==> src/rtl/intvec_pkg.sv <==
package intvec_pkg;

   typedef enum logic [1:0] {
      EXC_FAULT     = 2'b00,
      EXC_TRAP      = 2'b01,
      EXC_ABORT     = 2'b10,
      EXC_ABORT_ALT = 2'b11
   } exc_kind_e;

   typedef enum logic [1:0] {
      ST_IDLE  = 2'd0,
      ST_ARM   = 2'd1,
      ST_ACK   = 2'd2,
      ST_START = 2'd3
   } seq_state_e;

endpackage

==> src/rtl/intvec_arbiter.sv <==
module intvec_arbiter
   import intvec_pkg::*;
#(
   parameter int VEC_W   = 8,
   parameter int NMI_VEC = 2
)(
   input  logic             exc_req,
   input  logic [1:0]       exc_kind,
   input  logic [VEC_W-1:0] exc_vec,
   input  logic             swi_req,
   input  logic [VEC_W-1:0] swi_vec,
   input  logic             nmi,
   input  logic             intr,
   input  logic             ien,
   output logic             any,
   output logic [VEC_W-1:0] vec,
   output logic             take_cur,
   output logic             no_restart,
   output logic             need_ack
);

   localparam logic [VEC_W-1:0] NMI_CODE = VEC_W'(NMI_VEC);

   exc_kind_e kind;
   assign kind = exc_kind_e'(exc_kind);

   always_comb begin
      any        = 1'b1;
      vec        = '0;
      take_cur   = 1'b0;
      no_restart = 1'b0;
      need_ack   = 1'b0;
      if (exc_req) begin
         vec = exc_vec;
         unique case (kind)
            EXC_FAULT: take_cur = 1'b1;
            EXC_TRAP:  take_cur = 1'b0;
            default: begin
               take_cur   = 1'b1;
               no_restart = 1'b1;
            end
         endcase
      end else if (swi_req) begin
         vec = swi_vec;
      end else if (nmi) begin
         vec = NMI_CODE;
      end else if (intr && ien) begin
         need_ack = 1'b1;
      end else begin
         any = 1'b0;
      end
   end

endmodule

==> src/rtl/intvec_addr_gen.sv <==
module intvec_addr_gen #(
   parameter int ADDR_W       = 32,
   parameter int VEC_W        = 8,
   parameter int REAL_SHIFT   = 2,
   parameter int PROT_SHIFT   = 3,
   parameter bit BASE_ALIGNED = 1'b0
)(
   input  logic [ADDR_W-1:0] base,
   input  logic [VEC_W-1:0]  vec,
   input  logic              prot,
   output logic [ADDR_W-1:0] entry
);

   logic [ADDR_W-1:0] vec_ext;
   logic [ADDR_W-1:0] offset;

   assign vec_ext = ADDR_W'(vec);
   assign offset  = prot ? (vec_ext << PROT_SHIFT) : (vec_ext << REAL_SHIFT);

   generate
      if (BASE_ALIGNED) begin : g_merge
         assign entry = base | offset;
      end else begin : g_add
         assign entry = base + offset;
      end
   endgenerate

endmodule

==> src/rtl/intvec_ctrl.sv <==
module intvec_ctrl
   import intvec_pkg::*;
#(
   parameter int ADDR_W = 32,
   parameter int VEC_W  = 8
)(
   input  logic              clk,
   input  logic              rst_n,
   input  logic              boundary,
   input  logic              any,
   input  logic [VEC_W-1:0]  sel_vec,
   input  logic              take_cur,
   input  logic              no_restart,
   input  logic              need_ack,
   input  logic [ADDR_W-1:0] cur_pc,
   input  logic [ADDR_W-1:0] nxt_pc,
   input  logic              prot,
   input  logic [ADDR_W-1:0] base,
   input  logic              intr,
   input  logic              ack_valid,
   input  logic [VEC_W-1:0]  ack_vec,
   output logic              ack_req,
   output logic              push_req,
   output logic              svc_start,
   output logic [VEC_W-1:0]  vec_q,
   output logic [ADDR_W-1:0] ret_q,
   output logic              abort_q,
   output logic              prot_q,
   output logic [ADDR_W-1:0] base_q,
   output logic              idle,
   output logic              arm
);

   seq_state_e        state;
   logic [ADDR_W-1:0] pend_ret;
   logic [ADDR_W-1:0] pend_base;
   logic              pend_prot;

   always_ff @(posedge clk or negedge rst_n) begin
      if (!rst_n) begin
         state     <= ST_IDLE;
         push_req  <= 1'b0;
         svc_start <= 1'b0;
         vec_q     <= '0;
         ret_q     <= '0;
         abort_q   <= 1'b0;
         prot_q    <= 1'b0;
         base_q    <= '0;
         pend_ret  <= '0;
         pend_base <= '0;
         pend_prot <= 1'b0;
      end else begin
         push_req  <= 1'b0;
         svc_start <= 1'b0;
         unique case (state)
            ST_IDLE: begin
               if (boundary && any) begin
                  if (need_ack) begin
                     pend_ret  <= nxt_pc;
                     pend_base <= base;
                     pend_prot <= prot;
                     state     <= ST_ARM;
                  end else begin
                     vec_q    <= sel_vec;
                     ret_q    <= take_cur ? cur_pc : nxt_pc;
                     abort_q  <= no_restart;
                     prot_q   <= prot;
                     base_q   <= base;
                     push_req <= 1'b1;
                     state    <= ST_START;
                  end
               end
            end
            ST_ARM: begin
               state <= intr ? ST_ACK : ST_IDLE;
            end
            ST_ACK: begin
               if (ack_valid) begin
                  vec_q    <= ack_vec;
                  ret_q    <= pend_ret;
                  abort_q  <= 1'b0;
                  prot_q   <= pend_prot;
                  base_q   <= pend_base;
                  push_req <= 1'b1;
                  state    <= ST_START;
               end
            end
            ST_START: begin
               svc_start <= 1'b1;
               state     <= ST_IDLE;
            end
            default: state <= ST_IDLE;
         endcase
      end
   end

   assign ack_req = (state == ST_ACK);
   assign idle    = (state == ST_IDLE);
   assign arm     = (state == ST_ARM);

endmodule

==> src/rtl/intvec_dispatch.sv <==
module intvec_dispatch #(
   parameter int ADDR_W       = 32,
   parameter int VEC_W        = 8,
   parameter int NMI_VEC      = 2,
   parameter int REAL_SHIFT   = 2,
   parameter int PROT_SHIFT   = 3,
   parameter bit BASE_ALIGNED = 1'b0
)(
   input  logic              clk,
   input  logic              rst_n,
   input  logic              boundary_i,
   input  logic [ADDR_W-1:0] cur_pc_i,
   input  logic [ADDR_W-1:0] nxt_pc_i,
   input  logic              exc_req_i,
   input  logic [1:0]        exc_kind_i,
   input  logic [VEC_W-1:0]  exc_vec_i,
   input  logic              swi_req_i,
   input  logic [VEC_W-1:0]  swi_vec_i,
   input  logic              nmi_i,
   input  logic              intr_i,
   input  logic              ien_i,
   input  logic              prot_i,
   input  logic [ADDR_W-1:0] tbl_base_i,
   output logic              ack_req_o,
   input  logic              ack_valid_i,
   input  logic [VEC_W-1:0]  ack_vec_i,
   output logic              push_req_o,
   output logic              svc_start_o,
   output logic [VEC_W-1:0]  svc_vec_o,
   output logic [ADDR_W-1:0] svc_entry_o,
   output logic [ADDR_W-1:0] svc_ret_o,
   output logic              no_restart_o
);

   localparam int SLOT_SPAN = VEC_W + PROT_SHIFT;

   generate
      if (VEC_W != 8) begin : g_bad_vec_w
         $error("intvec_dispatch: VEC_W must be 8");
      end
      if (NMI_VEC < 0 || NMI_VEC >= (1 << VEC_W)) begin : g_bad_nmi
         $error("intvec_dispatch: NMI_VEC outside vector space");
      end
      if (PROT_SHIFT <= REAL_SHIFT) begin : g_bad_shift
         $error("intvec_dispatch: protected slots must be wider than real slots");
      end
      if (ADDR_W < SLOT_SPAN) begin : g_bad_addr_w
         $error("intvec_dispatch: ADDR_W too narrow for the table span");
      end
   endgenerate

   logic             sel_any;
   logic [VEC_W-1:0] sel_vec;
   logic             sel_cur;
   logic             sel_abort;
   logic             sel_ack;
   logic             prot_q;
   logic [ADDR_W-1:0] base_q;
   logic             idle_w;
   logic             arm_w;

   intvec_arbiter #(
      .VEC_W   (VEC_W),
      .NMI_VEC (NMI_VEC)
   ) arb_i (
      .exc_req    (exc_req_i),
      .exc_kind   (exc_kind_i),
      .exc_vec    (exc_vec_i),
      .swi_req    (swi_req_i),
      .swi_vec    (swi_vec_i),
      .nmi        (nmi_i),
      .intr       (intr_i),
      .ien        (ien_i),
      .any        (sel_any),
      .vec        (sel_vec),
      .take_cur   (sel_cur),
      .no_restart (sel_abort),
      .need_ack   (sel_ack)
   );

   intvec_ctrl #(
      .ADDR_W (ADDR_W),
      .VEC_W  (VEC_W)
   ) ctrl_i (
      .clk        (clk),
      .rst_n      (rst_n),
      .boundary   (boundary_i),
      .any        (sel_any),
      .sel_vec    (sel_vec),
      .take_cur   (sel_cur),
      .no_restart (sel_abort),
      .need_ack   (sel_ack),
      .cur_pc     (cur_pc_i),
      .nxt_pc     (nxt_pc_i),
      .prot       (prot_i),
      .base       (tbl_base_i),
      .intr       (intr_i),
      .ack_valid  (ack_valid_i),
      .ack_vec    (ack_vec_i),
      .ack_req    (ack_req_o),
      .push_req   (push_req_o),
      .svc_start  (svc_start_o),
      .vec_q      (svc_vec_o),
      .ret_q      (svc_ret_o),
      .abort_q    (no_restart_o),
      .prot_q     (prot_q),
      .base_q     (base_q),
      .idle       (idle_w),
      .arm        (arm_w)
   );

   intvec_addr_gen #(
      .ADDR_W       (ADDR_W),
      .VEC_W        (VEC_W),
      .REAL_SHIFT   (REAL_SHIFT),
      .PROT_SHIFT   (PROT_SHIFT),
      .BASE_ALIGNED (BASE_ALIGNED)
   ) addr_i (
      .base  (base_q),
      .vec   (svc_vec_o),
      .prot  (prot_q),
      .entry (svc_entry_o)
   );

endmodule

==> config.mk <==
export PLATFORM = sky130hd
export DESIGN_NAME = intvec_dispatch
export DESIGN_NICKNAME = d
export VERILOG_FILES = /design/src/rtl/intvec_pkg.sv /design/src/rtl/intvec_arbiter.sv /design/src/rtl/intvec_addr_gen.sv /design/src/rtl/intvec_ctrl.sv /design/src/rtl/intvec_dispatch.sv
export SDC_FILE = /design/constraint.sdc
export NUM_CORES = 1
export LEC_CHECK = 0
export BUFFER_PORTS_ARGS = -buffer_cell sky130_fd_sc_hd__buf_4
export CORE_ASPECT_RATIO = 1.2
export CORE_UTILIZATION = 50
export CTS_CLUSTER_SIZE = 10
export DETAILED_ROUTE_END_ITERATION = 6
export GPL_TIMING_DRIVEN = 0
export MAX_ROUTING_LAYER = met4
export PLACE_DENSITY = 0.79
export REMOVE_ABC_BUFFERS = 1
export SLEW_MARGIN = 20
export SYNTH_ARGS = -nofsm -noshare
export SYNTH_HDL_FRONTEND = slang
export SYNTH_SLANG_ARGS = --single-unit
==> constraint.sdc <==
create_clock -name clk -period 3 [get_ports clk]
set_clock_uncertainty 0.15 [all_clocks]
set_input_delay 0.15 -clock clk [delete_from_list [all_inputs] [get_ports clk]]
set_output_delay 0.15 -clock clk [all_outputs]
set_load 0.02 [all_outputs]
==> impl.org <==
** Synth
- Main combinational cell family by area after synthesis :: multiplexers
- Sorting the synthesized cells by area gives the leading types as dfrtp_1 (49%), mux2_2 (11%), mux2i_1 (4.5%).
- Cell type contributing the most total cell area after synthesis :: dfrtp_1
- After Yosys synthesis, and, or, nand and nor cells account for 11.5% of the synthesized area.
- The synthesized netlist occupies a cell area of 0.00729 mm2.
- By instance count, the leading cell after synthesis is dfrtp_1.
- Measured against the total synthesized area, the mux share comes to 15.7%.
- Main synth FF type :: dfrtp_1
- Number of distinct library cells after synthesis :: 46
- Post-synthesis xor/xnor area fraction :: ~3.1%
- Counting instances in the post-synthesis netlist gives the leading cell types as dfrtp_1 (143), nand2_1 (87), mux2_2 (72).
- The synthesized netlist devotes 15.0% of its cell area to compound gates.
- Share of the synthesized area in the top cell type :: 49.1%
- During synthesis, Yosys emitted a total of 0 warnings.
- The synthesized design contains 143 register bits.
- The synthesized netlist devotes 1.82% of its cell area to adder and majority cells.
- Counting every instance in the synthesized netlist gives a little under 700.
- Post-synthesis sequential area ratio :: 49.1%
- Mean Syn Cell Area :: 10.6 um2
- In this run, synthesis inferred 0 flip-flops with an integrated enable.
- Async set-reset flop share out of synthesis :: 100%

** Drt
- Post-detailed-route via-to-cell ratio :: 5.73
- DRC Markers :: 7
- Detailed routing inserted a total of roughly 6600 vias.
- The first TritonRoute pass finished after 6 iterations.
- Residual antenna-violating net count after detailed routing :: 0
- In the final routed layout, each cell accounts on average for between 15 and 20 um.
- After the first detailed-routing iteration, the DRC count stood at roughly 330.
- Final Routed Wirelength :: approximately 22 mm

** STA
- Setup repair after global routing could not meet its margin everywhere.
- Slack of the critical path :: -0.156 ns
- The final hold violation count was 0.
- Headroom to the max-slew limit came out at between 40 and 50%.
- Derived from the worst setup path, the maximum achievable clock frequency is 317 MHz.
- The total count of max-transition violations in the final report came to 0.
- Minimum period implied by the final worst setup slack :: 3.16 ns
- For the pin with the worst max-slew slack, the measured transition is 0.809 ns.
- Setup total negative slack on the finished layout was measured at -1.97 ns.
- Final setup viols :: 23
- Final critical-path share of the clock period :: 105%

** Clock network
- Clock tree from TritonCTS :: yes
- Total clock buffers created by CTS :: 17
- The later pin in the worst-skew pair is clocked with a latency of 0.42 ns.
- CTS saw 143 sinks.
- CTS placed an instance of clkbuf_16 at the clock tree root.
- In this run the deepest clock path goes through 2 buffers.
- H-Tree Level Count :: 4
- After clock tree synthesis, the clock-pin slew on the worst setup and hold paths is 0.06 ns.

** Global route
- In the global route stage, overall resource usage came out at about a third.
- Maximum number of pins on one net before global-route repair :: between 80 and 90
- Number of antenna violations at the first check in global routing :: 2
- The first global-routing pass estimated roughly 36 mm of wire.
- The total overflow left after global routing is 0.
- The via count of the first global-routing pass was 7129.

** Floorplanning
- For this configuration, the core starts out at a cell density of approximately 52%.
- The die covers roughly 0.015 mm2.
- 208 I/O pins were placed.
- The die is 112 um wide.
- After floorplanning, the core was sized to cover ~0.014 mm2.
- Standard-cell row count :: 47
- The die is 134 um tall.

** Pwr
- Leak Pwr :: 0.00537 uW
- Sw frac :: a little over two fifths
- Sequential cells account for 25.2% of the total power.
- The clock network burns 18.1% of the power.
- Internal Dissipation :: around 7700 uW
- Worst IR Drop VDD :: approximately 0.00060 V
- Sw power :: 5600 uW
- Comb power frac :: 56.7%
- Power comes to approximately 13000 uW.
- Cell area power density :: between 1000 and 1500 mW/mm2

** Finish
- Final cell utilization of the core :: between 70% and 80%
- Number of fill cells :: 788
- Final design instance area without fill :: 0.0110 mm2
- Layout cells sized above 1 :: between 30% and 40%
- Number of nets at the end of the flow :: roughly 1100
- Layout overhead on the synthesized area :: 51.2%

** Worst setup path
- Logic depth of the worst path, buffers included :: 10
- Critical Path, Cell by Cell :: buf_6, mux2_4, ha_4, and3_4, a221oi_4, buf_12, o211ai_4, nand3_2, xnor2_2, buf_4
- Data arrives at the worst endpoint at around 2.9 ns.
- Biggest cell delay along the critical path :: 0.46 ns
- FF-to-FF setup slack :: 0.37 ns
- On the critical path, the stage with the largest delay is an instance of dfrtp_2.
- The worst register-to-register path ends at ctrl_i.base_q[10].
- Type of destination of the critical path :: primary output
- Launching instance or port of the critical path :: ctrl_i.prot_q
- Worst Path Buf+Inv :: 3
- Nature of the critical path startpoint :: flip-flop
- Category of the critical setup timing path :: reg -> out
- Depth of the worst register-to-register path :: 6
- Along the worst path, the maximum fanout reaches 6.
- For the worst setup path, the data required time is 2.70 ns.
- The cell family contributing the most delay on the critical path is flip-flops.
- Following the worst setup path forward leads to its endpoint at svc_entry_o[26].
- FF-to-FF Start :: ctrl_i.state[1]

** Flow run
- Max-cap violations in this run came to 0.

** Run status
- Violations in the final reports :: design-rule violations, negative setup slack
- The run finished, with violations left.

** Place
- Worst setup timing slack at the placement stage :: -0.416 ns
- Port buffer count :: between 200 and 250
- HPWL after DPL :: 13.0 mm
- Placed Area :: about 0.009 mm2
- Routability-driven placement finished with a final weighted congestion of 0.820.

** Min path
- Hold/Removal Path Class :: in -> reg
- Along the worst hold path, the cell count comes to 5.
- In this run the most critical hold path is launched from exc_vec_i[1].
[state kept, by name, summed over array words and instances (netlist names), 2 cells and up]
register,cells
ctrl_i.pend_base,32
ctrl_i.ret_q,32
ctrl_i.vec_q,8
ctrl_i.base_q,32
ctrl_i.state,2
ctrl_i.pend_ret,32
[worst min-delay path, delay by kind of cell]
family | cells | cell delay [ns]
AND/OR/NAND/NOR | 2 | 0.13
buffers and inverters | 1 | 0.11
AO/OA/AOI/OAI | 2 | 0.18
[kinds of logic (layout without fill, tap and decap cells)]
logic type / after synthesis / after routing
adder cells (fa/ha/maj): 10 / 10
flip-flops: 143 / 143
other: 0 / 2
AO/OA/AOI/OAI: 155 / 157
XOR/XNOR: 26 / 26
multiplexers: 105 / 105
buffers and inverters: 57 / 351
AND/OR/NAND/NOR: 194 / 194
[through the flow]
stage / instances / hold WS, ns
after floorplan: 641 / -0.296
after global placement: 1019 / 0.243
after detailed placement: 1025 / 0.0446
after CTS: 1154 / 0.00905
after global routing: 1159 / 0.0505
final: 1159 / 0.0384
[what timing repair did]
| item | 4_1_cts | 5_1_grt |
|---|---|---|
| hold buffers | 80 | 0 |
| buffers inserted | 15 | 3 |
| gates resized for setup | 50 | 16 |
| cloned | 2 | 0 |
| pin swaps | 19 | 18 |
| endpoints found under the setup margin | 24 | 59 |
| hold endpoints to repair | 193 | 0 |
[power by group through the flow]
stage	Combinational, uW	Clock (uW)	Sequential [uW]
2_1_floorplan	3470	0	3500
3_3_place_gp	5560	0	3230
3_5_place_dp	5890	0	3290
4_1_cts	7050	2430	3300
5_1_grt	7990	2510	3440
6_report	7510	2400	3340
[routing by layer]
layer	share of wire, %	up-vias	track usage, %
met2	53	242	52.8
met4	3.1	0	14.0
met3	5.9	58	8.31
li1	-	3032	-
met1	38	3312	35.3
met5	0	-	-
[cell usage in the layout, fill, tap and decap left out, drive strengths merged, types with 10 or more instances in the layout]
| cell type | n |
|---|---|
| nand2 | 87 |
| mux2 | 72 |
| a21o | 36 |
| o21ai | 21 |
| xnor2 | 14 |
| a31oi | 34 |
| a21oi | 10 |
| clkbuf | 23 |
| nor2 | 71 |
| dlygate4sd3 | 80 |
| buf | 231 |
| mux2i | 33 |
| a211oi | 37 |
| xor2 | 12 |
| dfrtp | 143 |
[area by class of cell]
type | instances | area (um2) | area share [%]
multi-input combinational | 492 | 3820 | 34.7
sequential | 143 | 3580 | 32.5
timing repair buffer | 311 | 2690 | 24.4
clock buffer | 23 | 498 | 4.52
tap | 171 | 214 | 1.94
clock inverter | 9 | 176 | 1.60
inverter | 8 | 32.5 | 0.295
antenna | 2 | 5.00 | 0.0454
[how the worst min path moves through the flow]
stage	slack [ns]	to
4_1_cts	0.009	ctrl_i.vec_q[1]
2_1_floorplan	-0.30	ctrl_i.abort_q
3_3_place_gp	0.24	ctrl_i.pend_ret[22]
5_1_grt	0.05	ctrl_i.vec_q[1]
6_report	0.04	ctrl_i.vec_q[1]
3_5_place_dp	0.04	ctrl_i.ret_q[10]
No activity file was read; power rests on OpenSTA's default activity.
